### config.mk
export PLATFORM = sky130hd
export DESIGN_NAME = wdt_encoded
export DESIGN_NICKNAME = d
export VERILOG_FILES = /design/src/rtl/wdt_pkg.sv /design/src/rtl/wdt_decode.sv /design/src/rtl/wdt_counter.sv /design/src/rtl/wdt_regif.sv /design/src/rtl/wdt_steer.sv /design/src/rtl/wdt_encoded.sv
export SDC_FILE = /design/constraint.sdc
export NUM_CORES = 1
export LEC_CHECK = 0
export CAP_MARGIN = 10
export CORE_UTILIZATION = 47
export DETAILED_ROUTE_END_ITERATION = 10
export PLACE_DENSITY = 0.74
export SLEW_MARGIN = 5
export SYNTH_ARGS = -nofsm -noshare
export SYNTH_HDL_FRONTEND = slang
export SYNTH_SLANG_ARGS = --single-unit
### constraint.sdc
create_clock -name clk -period 1.4 [get_ports clk]
set_input_delay 0.28 -clock clk [delete_from_list [all_inputs] [get_ports clk]]
set_output_delay 0.28 -clock clk [all_outputs]
set_load 0.01 [all_outputs]
### src/rtl/wdt_pkg.sv
package wdt_pkg;

  // How an expiry is routed, chosen by the top bit of the control byte.
  typedef enum logic {
    STEER_IRQ = 1'b0,
    STEER_RST = 1'b1
  } steer_e;

  // An expiry event as handed from the counter to the steering stage.
  typedef struct packed {
    logic   fire;
    steer_e route;
  } expiry_t;

endpackage

### src/rtl/wdt_decode.sv
module wdt_decode #(
  parameter int MULT_W = 5,
  parameter int RES_W  = 2,
  localparam int CFG_W = 1 + MULT_W + RES_W,
  localparam int RES_N = 1 << RES_W,
  localparam int CNT_W = MULT_W + 2 * (RES_N - 1)
) (
  input  logic [CFG_W-1:0] cfg,
  output logic [CNT_W-1:0] ticks,
  output logic             zero
);

  logic [RES_W-1:0]  res;
  logic [MULT_W-1:0] mult;
  logic [CNT_W-1:0]  cand [RES_N];

  assign res  = cfg[RES_W-1:0];
  assign mult = cfg[RES_W +: MULT_W];

  // One shifted copy of the multiplier per resolution step (4^r).
  for (genvar r = 0; r < RES_N; r++) begin : g_scale
    assign cand[r] = CNT_W'(mult) << (2 * r);
  end

  assign ticks = cand[res];
  assign zero  = (mult == '0);

endmodule

### src/rtl/wdt_counter.sv
module wdt_counter #(
  parameter int CNT_W = 11
) (
  input  logic             clk,
  input  logic             rst_n,
  input  logic             restart,
  input  logic [CNT_W-1:0] load,
  input  logic             load_zero,
  input  logic             tick,
  output logic             expire
);

  logic [CNT_W-1:0] cnt_q;
  logic             run_q;
  logic             last;

  assign last   = (cnt_q == CNT_W'(1));
  assign expire = run_q && tick && last && !restart;

  always_ff @(posedge clk) begin
    if (!rst_n) begin
      cnt_q <= '0;
      run_q <= 1'b0;
    end else if (restart) begin
      cnt_q <= load;
      run_q <= !load_zero;
    end else if (run_q && tick) begin
      cnt_q <= cnt_q - CNT_W'(1);
      if (last) begin
        run_q <= 1'b0;
      end
    end
  end

endmodule

### src/rtl/wdt_regif.sv
module wdt_regif #(
  parameter int CFG_W = 8
) (
  input  logic             clk,
  input  logic             rst_n,
  input  logic             cmd_valid,
  input  logic             cmd_write,
  input  logic [CFG_W-1:0] cmd_wdata,
  input  logic             clr_cfg,
  output logic [CFG_W-1:0] cfg,
  output logic [CFG_W-1:0] load_cfg,
  output logic             restart,
  output logic             wr_evt,
  output logic             rsp_valid,
  output logic [CFG_W-1:0] rsp_rdata
);

  logic [CFG_W-1:0] cfg_q;

  assign cfg      = cfg_q;
  assign restart  = cmd_valid;
  assign wr_evt   = cmd_valid && cmd_write;
  assign load_cfg = cmd_write ? cmd_wdata : cfg_q;

  always_ff @(posedge clk) begin
    if (!rst_n) begin
      cfg_q <= '0;
    end else if (wr_evt) begin
      cfg_q <= cmd_wdata;
    end else if (clr_cfg) begin
      cfg_q <= '0;
    end
  end

  always_ff @(posedge clk) begin
    if (!rst_n) begin
      rsp_valid <= 1'b0;
      rsp_rdata <= '0;
    end else begin
      rsp_valid <= cmd_valid && !cmd_write;
      if (cmd_valid && !cmd_write) begin
        rsp_rdata <= cfg_q;
      end
    end
  end

endmodule

### src/rtl/wdt_steer.sv
module wdt_steer
  import wdt_pkg::*;
(
  input  logic    clk,
  input  logic    rst_n,
  input  expiry_t evt,
  input  logic    wr_evt,
  output logic    clr_cfg,
  output logic    tmo_flag,
  output logic    rst_req,
  output logic    irq,
  output logic    cent_clr
);

  logic to_rst;
  logic to_irq;

  assign to_rst  = evt.fire && (evt.route == STEER_RST);
  assign to_irq  = evt.fire && (evt.route == STEER_IRQ);
  assign clr_cfg = to_rst;

  always_ff @(posedge clk) begin
    if (!rst_n) begin
      tmo_flag <= 1'b0;
      rst_req  <= 1'b0;
      irq      <= 1'b0;
      cent_clr <= 1'b0;
    end else begin
      rst_req  <= to_rst;
      cent_clr <= to_rst;
      irq      <= to_irq;
      if (wr_evt) begin
        tmo_flag <= 1'b0;
      end else if (evt.fire) begin
        tmo_flag <= 1'b1;
      end
    end
  end

endmodule

### src/rtl/wdt_encoded.sv
module wdt_encoded
  import wdt_pkg::*;
#(
  parameter int MULT_W = 5,
  parameter int RES_W  = 2,
  localparam int CFG_W = 1 + MULT_W + RES_W,
  localparam int CNT_W = MULT_W + 2 * ((1 << RES_W) - 1)
) (
  input  logic             clk,
  input  logic             rst_n,
  input  logic             tick,
  input  logic             cmd_valid,
  output logic             cmd_ready,
  input  logic             cmd_write,
  input  logic [CFG_W-1:0] cmd_wdata,
  output logic             rsp_valid,
  output logic [CFG_W-1:0] rsp_rdata,
  output logic             rst_req,
  output logic             irq,
  output logic             cent_clr,
  output logic             tmo_flag
);

  logic [CFG_W-1:0] cfg;
  logic [CFG_W-1:0] load_cfg;
  logic [CNT_W-1:0] load_ticks;
  logic             load_zero;
  logic             restart;
  logic             wr_evt;
  logic             clr_cfg;
  logic             expire;
  expiry_t          evt;

  assign cmd_ready = 1'b1;

  wdt_regif #(.CFG_W(CFG_W)) u_regif (
    .clk       (clk),
    .rst_n     (rst_n),
    .cmd_valid (cmd_valid),
    .cmd_write (cmd_write),
    .cmd_wdata (cmd_wdata),
    .clr_cfg   (clr_cfg),
    .cfg       (cfg),
    .load_cfg  (load_cfg),
    .restart   (restart),
    .wr_evt    (wr_evt),
    .rsp_valid (rsp_valid),
    .rsp_rdata (rsp_rdata)
  );

  wdt_decode #(.MULT_W(MULT_W), .RES_W(RES_W)) u_decode (
    .cfg   (load_cfg),
    .ticks (load_ticks),
    .zero  (load_zero)
  );

  wdt_counter #(.CNT_W(CNT_W)) u_counter (
    .clk       (clk),
    .rst_n     (rst_n),
    .restart   (restart),
    .load      (load_ticks),
    .load_zero (load_zero),
    .tick      (tick),
    .expire    (expire)
  );

  assign evt.fire  = expire;
  assign evt.route = steer_e'(cfg[CFG_W-1]);

  wdt_steer u_steer (
    .clk      (clk),
    .rst_n    (rst_n),
    .evt      (evt),
    .wr_evt   (wr_evt),
    .clr_cfg  (clr_cfg),
    .tmo_flag (tmo_flag),
    .rst_req  (rst_req),
    .irq      (irq),
    .cent_clr (cent_clr)
  );

endmodule

==> results of run 1 <==
==> stage by stage <==
step,util (%),cell area (um2)
6_report,70.9,2380
5_1_grt,70.9,2380
4_1_cts,69.5,2340
3_5_place_dp,64.6,2170
3_3_place_gp,64.6,2170
2_1_floorplan,-,1670
==> per-layer routing <==
layer / up-vias / global-route usage, %
met5: - / 0
met4: 0 / 14.3
met3: 8 / 6.93
met2: 50 / 44.5
met1: 772 / 32.7
li1: 789 / -
==> power by group through the flow <==
stage / clock network (mW) / registers, mW / logic (mW)
after floorplan: 0 / 1.01 / 0.237
after global placement: 0 / 1.01 / 0.399
after detailed placement: 0 / 1.02 / 0.409
after CTS: 0.811 / 1.00 / 0.437
after global routing: 0.844 / 1.01 / 0.499
final: 0.798 / 1.00 / 0.466
==> sequential cells by signal (all words and copies together), names as in the netlist <==
name,cells
u_counter.cnt_q,11
u_counter.run_q,1
u_regif.cfg,8
u_regif.rsp_rdata,8
u_regif.rsp_valid,1
u_steer.irq,1
u_steer.rst_req,1
u_steer.tmo_flag,1
==> cells by family after synthesis <==
logic type	Yosys count	share of synthesized area [%]
flip-flops	32	38.4
adder cells (fa/ha/maj)	2	1.50
other	1	0.225
AO/OA/AOI/OAI	43	19.4
XOR/XNOR	10	5.25
buffers and inverters	16	5.25
AND/OR/NAND/NOR	73	23.2
multiplexers	11	6.83
==> tightest hold or removal path: stages <==
cell           delay (ns)
dlygate4sd2_1        0.27
nand3_1              0.07
a21oi_1              0.06
==> cell usage after synthesis, drive strengths merged (2+ instances only) <==
cell type,n,area [um2]
nand3,8,40.0
dfxtp,32,641
buf,9,60.1
o21ai,4,20.0
and2,2,12.5
a211o,2,17.5
xor2,6,52.6
ha,2,25.0
nor4,2,27.5
a22o,7,61.3
nor3b,3,27.5
nand2b,2,12.5
o32ai,2,17.5
o211a,3,30.0
a221oi,2,23.8
nor2,16,60.1
a211oi,2,20.0
inv,3,11.3
nand2,25,93.8
nand4,2,12.5
nand3b,3,22.5
nor4b,2,17.5
a21oi,16,91.3
xnor2,4,35.0
nor3,3,15.0
mux2,3,33.8
clkbuf,3,12.5
a2bb2oi,2,17.5
mux2i,8,80.1
==> worst paths after layout <==
kind | from | endpoint | depth (start not counted)
min | cmd_write | u_regif.cfg[7] | 3
max | u_counter.cnt_q[4] | u_regif.cfg[6] | 4
min reg2reg | u_regif.rsp_rdata[1] | u_regif.rsp_rdata[1] | 2
max reg2reg | u_counter.cnt_q[4] | u_regif.cfg[6] | 4
==> cell type report <==
class,instances,area (um2)
multi-input cells,140,1030
fillers,299,980
flip-flops and latches,32,648
repair buffers,64,536
clock buffers,7,65.1
well taps,46,57.6
clock inverters,1,30.0
inverters,4,20.0
==> what timing repair did <==
item / CTS / global route
setup buffers: 2 / 3
endpoints found under the setup margin: 31 / 19
resized for setup: 33 / 9
endpoints found under the hold margin: 0 / 0
pin swaps: 11 / 3
==> impl_metrics.py, run 1 <==
metrics = {
    "status": {
        "status": "complete, but fails checks",
        "violations": "setup timing",
    },
    "route": {
        "wl_um": 4740,
        "topRoutingLayerUsed": "met4",
        "drc_errors": 0,
        "drtIter0Drc": 126,
        "met2_length_um": 2360,
        "drt-met1-wl_um": 2100,
        "wl_per_cell_um": 16.1,
        "ant_nets": 0,
        "via_per_inst": 5.51,
        "drt_pass1_iterations": 4,
        "met3WireLength_um": 196,
        "route.vias.total": 1619,
    },
    "clock_tree": {
        "cts_tree": "done",
        "clock-sinks": 32,
        "clk_latency_ns": 0.34,
        "hold_buffers": 0,
        "cts.path.max_buffers": 2,
        "numCtsBuffers": 5,
        "path_clk_slew_ns": 0.10,
        "ctsRootBufferMaster": "clkbuf_4",
        "htree_levels": 2,
    },
    "yosys": {
        "synthCells": 188,
        "synth_area_mm2": 0.00167,
        "synth-async-reset-ratio_pct": 0,
        "synth.avg_cell_area_um2": 8.87,
        "ys_warn_count": 0,
        "synth_ff_type": "dfxtp_1",
        "synth_cell_types": 46,
        "ys_ff_latch": 32,
        "synth_edf_count": 0,
        "synth_nets": 203,
        "seq_area_frac_synth_pct": 38.4,
    },
    "timing": {
        "hold_ws_ns": 0.376,
        "final.setup.tns_ns": -0.583,
        "fin_crit_ns": 1.48,
        "fin_ws_ns": -0.0780,
        "fmax_ghz": 0.677,
        "grt_setup_unrepaired": "yes",
        "setup_viol": 11,
        "hold_viol": 0,
        "fin_skew_ns": 0.00896,
        "finalMaxSlewViolations": 0,
        "period_share_pct": 106,
    },
    "flow_run": {
        "drv_cap": 0,
    },
    "worst_setup_path": {
        "worstSetupStartpointType": "flip-flop",
        "critPathBufInv": 0,
        "crit_required_ns": 1.63,
        "path_cells": "nor4_4 > and4_4 > a21oi_4 > a22o_1",
        "slowest_delay_ns": 0.38,
        "critPathTopFamily": "simple AND/OR/NAND/NOR gates",
        "cp_slowest_cell": "nor4_4",
        "cp_max_fo": 7,
        "arrival_ns": 1.71,
        "critical_path_class": "flip-flop to flip-flop",
        "ff2ff_setup_slack_ns": -0.08,
        "end_kind": "flip-flop",
    },
    "layout": {
        "antenna_cells": 0,
        "final_cell_mix": "buf_4 (36), dfxtp_1 (28), nand2_1 (25)",
        "final_common_cell": "buf_4",
        "syn2layout_area_growth_pct": 42.9,
        "fin_nets": 262,
        "fin_cells": 294,
        "drive_gt1_share_pct": 29.8,
    },
    "power_and_ir_drop": {
        "ir_drop_uv": 942,
        "p_per_area_mw_per_mm2": 951,
        "p_seq_share_pct": 44.2,
        "net-switching-power_mw": 0.598,
        "p_leak_nw": 0.996,
        "comb_power_share_pct": 20.6,
        "finalPower_mw": 2.27,
        "pwr-share-clk_pct": 35.2,
        "netSwitchingFraction_pct": 26.4,
        "internal-power_mw": 1.67,
    },
    "global_route": {
        "grt_pass1_wl_um": 7250,
        "grt_pass1_vias": 1589,
        "grt_usage_pct": 27.2,
        "grt_start_max_net_pins": 18,
        "overflow": 0,
        "antenna_found_initial": 0,
    },
    "placement": {
        "place_ws_ns": -0.457,
        "port_buffers": 25,
        "dp_hpwl_um": 3320,
        "dp.cells": 282,
        "finalWeightedCongestion": 0.864,
    },
    "die": {
        "start_util_pct": 49.6,
        "dieArea_mm2": 0.00379,
        "core_region_area_mm2": 0.00336,
        "row_count": 21,
        "die_y_um": 61.6,
        "boundaryPins": 27,
        "die_w_um": 61.6,
    },
    "worst_hold_path": {
        "hold_class": "input pin to flip-flop",
    },
}
Power figures use the tool's default switching activity.
==> inputs of run 2 (changes only) <==
--- a/config.mk
+++ b/config.mk
@@ -7,6 +7,7 @@
 export LEC_CHECK = 0
 export CAP_MARGIN = 10
 export CORE_UTILIZATION = 47
+export CTS_CLUSTER_SIZE = 10
 export DETAILED_ROUTE_END_ITERATION = 10
 export PLACE_DENSITY = 0.74
 export SLEW_MARGIN = 5
==> results of run 2 <==
The final DEF is identical to that of run 1; final timing and power are the same.
==> inputs of run 3 (changes only) <==
--- a/config.mk
+++ b/config.mk
@@ -5,11 +5,11 @@
 export SDC_FILE = /design/constraint.sdc
 export NUM_CORES = 1
 export LEC_CHECK = 0
-export CAP_MARGIN = 10
-export CORE_UTILIZATION = 47
+export CAP_MARGIN = 5
+export CORE_UTILIZATION = 56
 export CTS_CLUSTER_SIZE = 10
 export DETAILED_ROUTE_END_ITERATION = 10
-export PLACE_DENSITY = 0.74
+export PLACE_DENSITY = 0.83
 export SLEW_MARGIN = 5
 export SYNTH_ARGS = -nofsm -noshare
 export SYNTH_HDL_FRONTEND = slang
==> constraint.sdc (replaced) <==
create_clock -name clk -period 1.9 [get_ports clk]
set_input_delay 0.38 -clock clk [delete_from_list [all_inputs] [get_ports clk]]
set_output_delay 0.38 -clock clk [all_outputs]
set_load 0.01 [all_outputs]
==> run 3 against run 2 <==
  * The flow now finishes without violations
  * Routed wire length decreased by 12%
  * Flip-flop and latch count unchanged
  * Sequential share of layout area is 4.3 points higher
  * Clock-buffer cell count down 1
  * Cell count decreased by 14%
  * Critical endpoint is now u_counter.cnt_q[1]
==> impl_metrics.py, run 3 (synthesized netlist as in run 1, its figures left out) <==
metrics = {
    "status": {
        "status": "completed",
    },
    "clock_tree": {
        "hold_buffers": 0,
        "cts.path.max_buffers": 2,
        "numCtsBuffers": 5,
        "cts_tree": "done",
        "clock-sinks": 32,
        "ctsRootBufferMaster": "clkbuf_4",
        "path_clk_slew_ns": 0.10,
        "clk_latency_ns": 0.34,
        "postCtsResizedCells": 0,
        "post-cts-setup-buffers": 0,
        "htree_levels": 2,
    },
    "layout": {
        "largest_reg_flops": 11,
        "top_register": "u_counter.cnt_q",
        "final_common_cell": "dfxtp_1",
        "final_area_mm2": 0.00204,
        "final_cell_mix": "dfxtp_1 (32), nand2_1 (25), clkdlybuf4s50_1 (25)",
        "fin_nets": 235,
        "postLayoutCoreUtil_pct": 73.2,
        "drive_gt1_share_pct": 13.6,
        "nFillCells": 215,
        "antenna_cells": 0,
        "syn2layout_area_growth_pct": 22.1,
    },
    "die": {
        "die_w_um": 56.6,
        "dieArea_mm2": 0.00320,
        "core_region_area_mm2": 0.00278,
        "boundaryPins": 27,
        "row_count": 19,
        "start_util_pct": 60.0,
        "die_y_um": 56.6,
    },
    "worst_hold_path": {
        "hold_end": "u_regif.rsp_rdata[7]",
        "hold_class": "flip-flop to flip-flop",
        "worstHoldStart": "u_regif.rsp_rdata[7]",
        "hold_depth": 2,
    },
    "route": {
        "drc_errors": 0,
        "drtIter0Drc": 49,
        "route.vias.total": 1527,
        "ant_nets": 0,
        "wl_um": 4190,
        "via_per_inst": 6.06,
        "wl_per_cell_um": 16.6,
        "drt_pass1_iterations": 4,
    },
    "global_route": {
        "overflow": 0,
        "grt_pass1_vias": 1509,
        "grt_usage_pct": 28.8,
        "antenna_found_initial": 0,
        "grt_start_max_net_pins": 18,
        "grt_pass1_wl_um": 6830,
    },
    "worst_setup_path": {
        "arrival_ns": 1.95,
        "crit_required_ns": 2.18,
        "critical_path_class": "input pin to flip-flop",
        "reg2reg_from": "u_regif.cfg[0]",
        "r2r_cells": 4,
        "ff2ff_setup_slack_ns": 0.29,
        "cp_max_fo": 7,
        "critPathTopFamily": "buffers and inverters",
        "path_cells": "clkdlybuf4s50_1 > buf_4 > mux2i_1 > nand2_1 > o22a_1 > nor2_1",
        "end_kind": "flip-flop",
        "cp_slowest_cell": "clkdlybuf4s50_1",
        "slowest_delay_ns": 0.55,
        "critPathBufInv": 2,
        "worstReg2RegEnd": "u_counter.cnt_q[7]",
        "worstSetupStartpointType": "input pin",
    },
    "timing": {
        "finalMaxSlewViolations": 0,
        "setup_viol": 0,
        "grt_setup_unrepaired": "no",
        "worst_slew_pin_slew_ns": 0.515,
        "fmax_ghz": 0.601,
        "period_share_pct": 87.6,
        "fin_crit_ns": 1.66,
        "hold_viol": 0,
        "fin_skew_ns": 0.00631,
        "max_slew_margin_pct": 65.5,
        "hold_ws_ns": 0.459,
    },
    "power_and_ir_drop": {
        "p_leak_nw": 0.766,
        "ir_drop_uv": 706,
        "finalPower_mw": 1.42,
        "p_per_area_mw_per_mm2": 697,
    },
    "placement": {
        "finalWeightedCongestion": 0.930,
        "port_buffers": 25,
        "placed_area_mm2": 0.00197,
        "dp_hpwl_um": 3190,
    },
    "flow_run": {
        "drv_cap": 0,
    },
}
-- run 3: final cells by class --
| cell class | instances | area, um2 | share of cell area (%) |
|---|---|---|---|
| multi-input combinational | 140 | 940 | 46.2 |
| clock buffer | 6 | 51.3 | 2.52 |
| tap | 31 | 38.8 | 1.91 |
| clock inverter | 2 | 10.0 | 0.492 |
| timing repair buffer | 37 | 340 | 16.7 |
| inverter | 4 | 15.0 | 0.738 |
| sequential | 32 | 641 | 31.5 |
-- run 3: tightest hold or removal path, delay by kind of cell, from the launching register on --
| kind | cells | cell delay [ns] |
|---|---|---|
| flops | 1 | 0.32 |
| simple gates | 1 | 0.05 |
| compound gates | 1 | 0.05 |
-- run 3: worst max path at each step --
stage / end / from / cells after the start / slack (ns)
2_1_floorplan: u_counter.cnt_q[10] / u_counter.cnt_q[0] / 6 / 0.49
4_1_cts: u_counter.cnt_q[1] / cmd_write / 6 / 0.26
3_3_place_gp: u_counter.cnt_q[1] / cmd_write / 6 / -0.04
3_5_place_dp: u_counter.cnt_q[1] / cmd_write / 6 / -0.12
6_report: u_counter.cnt_q[1] / cmd_write / 6 / 0.24
5_1_grt: u_counter.cnt_q[1] / cmd_write / 6 / 0.1
-- run 3: where the power goes --
part	internal, mW	switching [mW]
combinational	0.127	0.131
clock	0.176	0.246
sequential	0.699	0.0401
total	1.00	0.418
-- run 3: stage by stage --
step | std cells | setup TNS, ns | setup WS, ns
floorplan | 188 | 0 | 0.494
global placement | 244 | -0.106 | -0.0365
detailed placement | 244 | -0.422 | -0.116
CTS | 252 | 0 | 0.258
global route | 252 | 0 | 0.0998
finish | 252 | 0 | 0.235
-- run 3: per-layer routing --
layer	GRT usage, %	vias up	wire (um)
li1	-	734	-
met2	47.4	55	2110
met4	17.1	0	98
met3	8.06	10	252
met5	0	-	0
met1	33.1	728	1720
